$ cat src/rtl/qint_pkg.sv
package qint_pkg;
  localparam int HALF   = 16;
  localparam int REG_AW = 4;
  localparam int SUM_W  = 5;

  localparam logic [REG_AW-1:0] A_DONE     = 4'd0;
  localparam logic [REG_AW-1:0] A_DONE_EN  = 4'd1;
  localparam logic [REG_AW-1:0] A_SUM      = 4'd2;
  localparam logic [REG_AW-1:0] A_SUM_EN   = 4'd3;
  localparam logic [REG_AW-1:0] A_RXERR    = 4'd4;
  localparam logic [REG_AW-1:0] A_RXERR_EN = 4'd5;
  localparam logic [REG_AW-1:0] A_TXERR    = 4'd6;
  localparam logic [REG_AW-1:0] A_TXERR_EN = 4'd7;
  localparam logic [REG_AW-1:0] A_ZLP      = 4'd8;
  localparam logic [REG_AW-1:0] A_ZLP_EN   = 4'd9;

  // summary bit positions
  localparam int S_RX_CS  = 0;
  localparam int S_RX_LEN = 1;
  localparam int S_RX_ZLP = 2;
  localparam int S_TX_CS  = 3;
  localparam int S_TX_LEN = 4;

  // bits 1..n set: the lanes that belong to a served endpoint
  function automatic logic [HALF-1:0] lane_mask(input int n);
    logic [HALF-1:0] m;
    m = '0;
    for (int i = 1; i <= n && i < HALF; i++) m[i] = 1'b1;
    return m;
  endfunction

  // endpoint-indexed vector (element k = endpoint k+1) to lane layout
  function automatic logic [HALF-1:0] place(input logic [HALF-2:0] ev);
    return {ev, 1'b0};
  endfunction

  function automatic logic [2*HALF-1:0] pair(input logic [HALF-1:0] lo,
                                             input logic [HALF-1:0] hi);
    return {hi, lo};
  endfunction
endpackage

$ cat src/rtl/qint_w1c.sv
module qint_w1c #(
  parameter int              W    = 32,
  parameter logic [W-1:0]    MASK = '1
) (
  input  logic         clk,
  input  logic         rst_n,
  input  logic [W-1:0] set,
  input  logic [W-1:0] clr,
  output logic [W-1:0] q
);
  always_ff @(posedge clk or negedge rst_n) begin
    if (!rst_n) q <= '0;
    else        q <= ((q & ~clr) | set) & MASK;
  end
endmodule

$ cat src/rtl/qint_enreg.sv
module qint_enreg #(
  parameter int              W    = 32,
  parameter logic [W-1:0]    MASK = '1
) (
  input  logic         clk,
  input  logic         rst_n,
  input  logic         we,
  input  logic [W-1:0] d,
  output logic [W-1:0] q
);
  always_ff @(posedge clk or negedge rst_n) begin
    if (!rst_n)  q <= '0;
    else if (we) q <= d & MASK;
  end
endmodule

$ cat src/rtl/qint_rcsum.sv
module qint_rcsum #(
  parameter int W = 5
) (
  input  logic         clk,
  input  logic         rst_n,
  input  logic [W-1:0] set,
  input  logic         rd_clr,
  output logic [W-1:0] q
);
  always_ff @(posedge clk or negedge rst_n) begin
    if (!rst_n) q <= '0;
    else        q <= (rd_clr ? '0 : q) | set;
  end
endmodule

$ cat src/rtl/qint_agg.sv
module qint_agg
  import qint_pkg::*;
#(
  parameter int EP_CNT = 15
) (
  input  logic              clk,
  input  logic              rst_n,
  input  logic [EP_CNT-1:0] tx_done_ev,
  input  logic [EP_CNT-1:0] rx_done_ev,
  input  logic [EP_CNT-1:0] tx_cs_err_ev,
  input  logic [EP_CNT-1:0] tx_len_err_ev,
  input  logic [EP_CNT-1:0] rx_cs_err_ev,
  input  logic [EP_CNT-1:0] rx_len_err_ev,
  input  logic [EP_CNT-1:0] rx_zlp_err_ev,
  input  logic [3:0]        bus_addr,
  input  logic              bus_we,
  input  logic              bus_re,
  input  logic [31:0]       bus_wdata,
  output logic [31:0]       bus_rdata,
  output logic              irq
);
  localparam int LW = HALF - 1;
  localparam logic [HALF-1:0]   LANES   = lane_mask(EP_CNT);
  localparam logic [2*HALF-1:0] PAIR_M  = {LANES, LANES};
  localparam logic [2*HALF-1:0] ZLP_M   = {{HALF{1'b0}}, LANES};

  // widened event vectors, element k = endpoint k+1
  logic [LW-1:0] w_txd, w_rxd, w_txcs, w_txlen, w_rxcs, w_rxlen, w_rxzlp;
  always_comb begin
    w_txd = '0; w_rxd = '0; w_txcs = '0; w_txlen = '0;
    w_rxcs = '0; w_rxlen = '0; w_rxzlp = '0;
    w_txd[EP_CNT-1:0]   = tx_done_ev;
    w_rxd[EP_CNT-1:0]   = rx_done_ev;
    w_txcs[EP_CNT-1:0]  = tx_cs_err_ev;
    w_txlen[EP_CNT-1:0] = tx_len_err_ev;
    w_rxcs[EP_CNT-1:0]  = rx_cs_err_ev;
    w_rxlen[EP_CNT-1:0] = rx_len_err_ev;
    w_rxzlp[EP_CNT-1:0] = rx_zlp_err_ev;
  end

  // named internal events
  logic [31:0] done_set, done_clr, rxe_set, rxe_clr, txe_set, txe_clr;
  logic [31:0] zlp_set, zlp_clr;
  logic [SUM_W-1:0] sum_set;
  logic        sum_rd_clr;

  logic [31:0] done_q, den_q, rxe_q, rxen_q, txe_q, txen_q, zlp_q, zen_q;
  logic [SUM_W-1:0] sum_q, sen_q;

  function automatic logic [31:0] clr_for(input logic [3:0] a, input logic [3:0] mine,
                                          input logic we, input logic [31:0] d);
    return (we && a == mine) ? d : 32'd0;
  endfunction

  assign done_set = pair(place(w_txd), place(w_rxd));
  assign rxe_set  = pair(place(w_rxcs), place(w_rxlen));
  assign txe_set  = pair(place(w_txcs), place(w_txlen));
  assign zlp_set  = pair(place(w_rxzlp), '0);
  assign done_clr = clr_for(bus_addr, A_DONE,  bus_we, bus_wdata);
  assign rxe_clr  = clr_for(bus_addr, A_RXERR, bus_we, bus_wdata);
  assign txe_clr  = clr_for(bus_addr, A_TXERR, bus_we, bus_wdata);
  assign zlp_clr  = clr_for(bus_addr, A_ZLP,   bus_we, bus_wdata);

  // only enabled per-endpoint errors reach the summary
  always_comb begin
    sum_set           = '0;
    sum_set[S_RX_CS]  = |(place(w_rxcs)  & rxen_q[HALF-1:0]);
    sum_set[S_RX_LEN] = |(place(w_rxlen) & rxen_q[2*HALF-1:HALF]);
    sum_set[S_RX_ZLP] = |(place(w_rxzlp) & zen_q[HALF-1:0]);
    sum_set[S_TX_CS]  = |(place(w_txcs)  & txen_q[HALF-1:0]);
    sum_set[S_TX_LEN] = |(place(w_txlen) & txen_q[2*HALF-1:HALF]);
  end
  assign sum_rd_clr = bus_re && bus_addr == A_SUM;

  qint_w1c #(.W(32), .MASK(PAIR_M)) u_done (.clk(clk), .rst_n(rst_n),
    .set(done_set), .clr(done_clr), .q(done_q));
  qint_w1c #(.W(32), .MASK(PAIR_M)) u_rxe (.clk(clk), .rst_n(rst_n),
    .set(rxe_set), .clr(rxe_clr), .q(rxe_q));
  qint_w1c #(.W(32), .MASK(PAIR_M)) u_txe (.clk(clk), .rst_n(rst_n),
    .set(txe_set), .clr(txe_clr), .q(txe_q));
  qint_w1c #(.W(32), .MASK(ZLP_M)) u_zlp (.clk(clk), .rst_n(rst_n),
    .set(zlp_set), .clr(zlp_clr), .q(zlp_q));

  qint_enreg #(.W(32), .MASK(PAIR_M)) u_den (.clk(clk), .rst_n(rst_n),
    .we(bus_we && bus_addr == A_DONE_EN), .d(bus_wdata), .q(den_q));
  qint_enreg #(.W(32), .MASK(PAIR_M)) u_rxen (.clk(clk), .rst_n(rst_n),
    .we(bus_we && bus_addr == A_RXERR_EN), .d(bus_wdata), .q(rxen_q));
  qint_enreg #(.W(32), .MASK(PAIR_M)) u_txen (.clk(clk), .rst_n(rst_n),
    .we(bus_we && bus_addr == A_TXERR_EN), .d(bus_wdata), .q(txen_q));
  qint_enreg #(.W(32), .MASK(ZLP_M)) u_zen (.clk(clk), .rst_n(rst_n),
    .we(bus_we && bus_addr == A_ZLP_EN), .d(bus_wdata), .q(zen_q));
  qint_enreg #(.W(SUM_W), .MASK('1)) u_sen (.clk(clk), .rst_n(rst_n),
    .we(bus_we && bus_addr == A_SUM_EN), .d(bus_wdata[SUM_W-1:0]), .q(sen_q));

  qint_rcsum #(.W(SUM_W)) u_sum (.clk(clk), .rst_n(rst_n),
    .set(sum_set), .rd_clr(sum_rd_clr), .q(sum_q));

  // read path: one register stage
  logic [31:0] rd_mux;
  always_comb begin
    unique case (bus_addr)
      A_DONE:     rd_mux = done_q;
      A_DONE_EN:  rd_mux = den_q;
      A_SUM:      rd_mux = {{(32-SUM_W){1'b0}}, sum_q};
      A_SUM_EN:   rd_mux = {{(32-SUM_W){1'b0}}, sen_q};
      A_RXERR:    rd_mux = rxe_q;
      A_RXERR_EN: rd_mux = rxen_q;
      A_TXERR:    rd_mux = txe_q;
      A_TXERR_EN: rd_mux = txen_q;
      A_ZLP:      rd_mux = zlp_q;
      A_ZLP_EN:   rd_mux = zen_q;
      default:    rd_mux = 32'd0;
    endcase
  end

  logic irq_d;
  assign irq_d = (|(done_q & den_q)) | (|(sum_q & sen_q));

  always_ff @(posedge clk or negedge rst_n) begin
    if (!rst_n) begin
      bus_rdata <= '0;
      irq       <= 1'b0;
    end else begin
      bus_rdata <= bus_re ? rd_mux : 32'd0;
      irq       <= irq_d;
    end
  end
endmodule

$ cat config.mk
export PLATFORM = sky130hd
export DESIGN_NAME = qint_agg
export DESIGN_NICKNAME = d
export VERILOG_FILES = /design/src/rtl/qint_pkg.sv /design/src/rtl/qint_w1c.sv /design/src/rtl/qint_enreg.sv /design/src/rtl/qint_rcsum.sv /design/src/rtl/qint_agg.sv
export SDC_FILE = /design/constraint.sdc
export NUM_CORES = 1
export LEC_CHECK = 0
export ABC_CLOCK_PERIOD_IN_PS = 4550
export BUFFER_PORTS_ARGS = -buffer_cell sky130_fd_sc_hd__buf_2
export CAP_MARGIN = 20
export CORE_ASPECT_RATIO = 0.75
export CORE_MARGIN = 2
export CORE_UTILIZATION = 61
export DETAILED_ROUTE_END_ITERATION = 6
export PLACE_DENSITY = 0.85
export SYNTH_ARGS = -nofsm -noshare
export SYNTH_HDL_FRONTEND = slang
export SYNTH_SLANG_ARGS = --single-unit
$ cat constraint.sdc
create_clock -name clk -period 4.55 [get_ports clk]
set_clock_uncertainty 0.2 [all_clocks]
set_input_delay 0.91 -clock clk [delete_from_list [all_inputs] [get_ports clk]]
set_output_delay 0.91 -clock clk [all_outputs]
set_load 0.05 [all_outputs]
==> reports/results.tsv <==
stage	metric	value	unit
placed_design	dpl ws	1.189	ns
yosys	sequential cell area fraction in the yosys report	56.41	%
power_and_ir_drop	static leakage	5.342	nW
yosys	synthesized cell area	11180	um^2
detailed_routing	Detailed Route Iter0 Violations	1402	
floorplan	Std-Cell Rows	42	
floorplan	I/O pin count	178	
detailed_routing	vias	9154	
sta	post-route worst setup slack	1.620	ns
critical_path	slowest CP cell	nand2b_1	
detailed_routing	Vias/cell	6.914	
clocking	latest clock arrival within the worst-skew pair	0.54	ns
sta	final hold vios	0	
floorplan	core area	17810	um^2
critical_path	WP data required	4.75	ns
clocking	H-tree level count	1	
critical_path	Buffers & Inverters on Critical Path	2	
layout	most frequent cells in the layout	dfrtp_1 (252), buf_2 (174), nand2_1 (118), mux2_2 (114), a21o_1 (105)	
clocking	TritonCTS buffer count	24	
floorplan	die height	121.2	um
yosys	Synth Area in Compound Gates	18.91	%
yosys	Post-Synth XOR/XNOR Area	0	%
critical_path	worst-case reg-to-reg path depth	4	
global_routing	Congestion Overflow GR	0	
global_routing	initial antenna violation count	1	
job	max_cap viols	0	
yosys	Ys Warns	0	
yosys	post-synthesis mux area share	13.62	%
clocking	maximum buffer depth of the clock tree	3	
sta	post-route setup TNS	0	ns
hold_path	hold crit path type	in2async	
critical_path	delay-heaviest family, CP	simple AND/OR/NAND/NOR gates	
layout	number of diodes	0	
global_routing	Global Route Usage Sum	36.50	%
placed_design	GP Congestion	0.9259	
power_and_ir_drop	Pwr per Cell Area	424.5	nW/um^2
floorplan	starting density of the core	62.75	%
detailed_routing	Post-DRT Antenna Nets	0	
critical_path	Crit. End Element	flip-flop	
critical_path	R2R Path End	irq	
power_and_ir_drop	worst vdd ir	285.2	uV
yosys	syn_nets	1044	
yosys	largest family of logic cells by synthesized area	compound AO/OA/AOI/OAI gates	
clocking	CTS tree	yes	
placed_design	DP Wirelength	23990	um
yosys	Post-Synth Adder-Cell Area	0	%
yosys	syn_area_per_cell	12.44	um^2
run_status	status	finished clean	
critical_path	R2R Path Start	u_done.q[25]	
layout	synth-to-layout area growth	16.46	%
clocking	CTS clk-pin slew, worst paths	0.06	ns
clocking	Post-CTS Hold Fix Bufs	0	
sta	post-layout min period	2.930	ns
sta	FMAX	341.3	MHz
detailed_routing	1st-pass router iterations	6	
yosys	FF+latch count, synth	252	
clocking	CTS Root Cell	clkbuf_16	
placed_design	count of port buffers added during placement	175	
critical_path	reg2reg setup slack	2.49	ns
detailed_routing	residual DRC count	0	
sta	RSZ-0062 raised after global routing	no	
layout	area of the multi-input gates	4547	um^2
floorplan	die area	19440	um^2
critical_path	Setup Crit Path Kind	in2reg	
global_routing	largest net degree at the start of global routing	109	
critical_path	crit start category	input port	
clocking	PostCTS Resize Cnt	0	
sta	Slew HR	27.29	%
global_routing	first-pass GRT wire length	53370	um
layout	ratio of cells with drive above 1 in the final layout	33.46	%
detailed_routing	Routed wire per std cell	26.33	um
sta	# setup viols final	0	
sta	Slew @ Worst Pin	1.088	ns
detailed_routing	Routed WL	34860	um
yosys	Synth Instances	899	
yosys	Post-Synth Simple-Gate Area	7.924	%
global_routing	vias in the first global route	9058	
sta	final number of max-transition violations	0	
sta	Final Cycle Share	64.40	%
critical_path	worst path cell trace	buf_2 -> nand2b_1 -> nor2_8 -> nand2_2 -> buf_4 -> mux2_2	
yosys	Synth cell types	45	
clocking	clk sink count	252	
critical_path	slowest stage delay, CP	0.52	ns
floorplan	Die X-Extent	160.3	um
critical_path	critical path arrival	3.13	ns
layout	commonest non-fill, non-tap cell in the layout	dfrtp_1	
clocking	Post-CTS Setup Inserts	0	
critical_path	CP max FO	24	
layout	fillers	1224	
layout	register area	6306	um^2
layout	final layout net count	1214	
==> report_power, final <==
part           switching [mW]  total, mW  internal (mW)
clock                   0.843       1.99           1.14
combinational           0.428      0.800          0.372
sequential              0.245       2.74           2.50
==> per-layer routing <==
layer  track usage [%]  vias to the layer above  wire, um
met3             9.501                      116      4706
met4             13.01                        2      1277
met2             54.52                      757     15350
li1                  -                     3726         -
met1             52.39                     4553     13510
met5                 0                        -        13
==> registers in the layout, indices dropped and copies added, names as in the netlist <==
| signal | count |
|---|---|
| u_zen.q | 15 |
| irq | 1 |
| u_txe.q | 30 |
| u_rxe.q | 30 |
| u_den.q | 30 |
| u_done.q | 30 |
| u_txen.q | 30 |
| u_rxen.q | 30 |
| u_sum.q | 5 |
| u_zlp.q | 15 |
| bus_rdata | 31 |
| u_sen.q | 5 |
==> layout make-up <==
type	count	area share [%]
multi-input combinational	591	34.92
timing repair buffer	200	8.437
clock inverter	6	0.7015
tap	242	2.326
clock buffer	33	5.180
sequential	252	48.43
==> kinds of logic after synthesis <==
logic type      count (synthesis)
compound gates                277
buf+inv                        56
flops                         252
mux                           134
other cells                     1
simple gates                  179
==> worst max path at each step <==
stage | start | end | cells after the start
after floorplan | bus_addr[0] | bus_rdata[24] | 5
after global placement | bus_addr[3] | u_txen.q[26] | 6
after detailed placement | bus_addr[3] | u_txen.q[29] | 6
after CTS | bus_addr[3] | u_txen.q[4] | 6
after global routing | bus_addr[3] | u_txen.q[4] | 6
final | bus_addr[3] | u_txen.q[4] | 6
==> synthesized netlist by cell type, drive strengths merged <==
library cell	number	area (um^2)
a211oi	3	22.52
a211o	5	43.79
nand2b	3	26.27
nand3	7	35.03
clkbuf	7	26.28
a21o	105	788.3
a21oi	8	40.04
nand3b	4	30.03
o21ai	5	25.02
mux2i	16	160.2
conb	1	3.750
a222oi	12	120.1
nor4b	2	47.55
nor4	1	21.27
nand4	9	56.30
nor4bb	3	30.03
a32oi	4	35.03
a221oi	18	157.7
a31oi	17	106.4
or3	1	6.260
a22o	17	148.9
mux2	115	1295
a22oi	78	585.6
and4bb	1	12.51
nor2	9	52.56
dfrtp	252	6306
a41oi	3	26.28
o22ai	1	6.260
a311oi	1	8.760
mux4	3	67.56
nor3	11	55.05
nand2	121	466.7
nand4b	1	8.760
buf	49	320.3
and2	5	31.28
nor2b	1	6.260
==> worst register-to-register path, stage by stage (launching register included) <==
cell,delay (ns)
dfrtp_1,0.48
a22o_1,0.26
a221oi_1,0.44
nand4_1,0.13
or3_1,0.39
==> stage by stage <==
step / util (%) / instance area, um^2 / instances / power (mW) / hold WS [ns]
floorplan: - / 11180 / 899 / 3.160 / 0.2435
global placement: 68.79 / 12250 / 1285 / 3.495 / 0.2549
detailed placement: 68.79 / 12250 / 1285 / 3.537 / 0.2644
CTS: 73.09 / 13020 / 1324 / 5.493 / 0.2785
global route: 73.09 / 13020 / 1324 / 5.699 / 0.2837
finish: 73.09 / 13020 / 1324 / 5.527 / 0.2384
(Power assumes the default switching activity.)
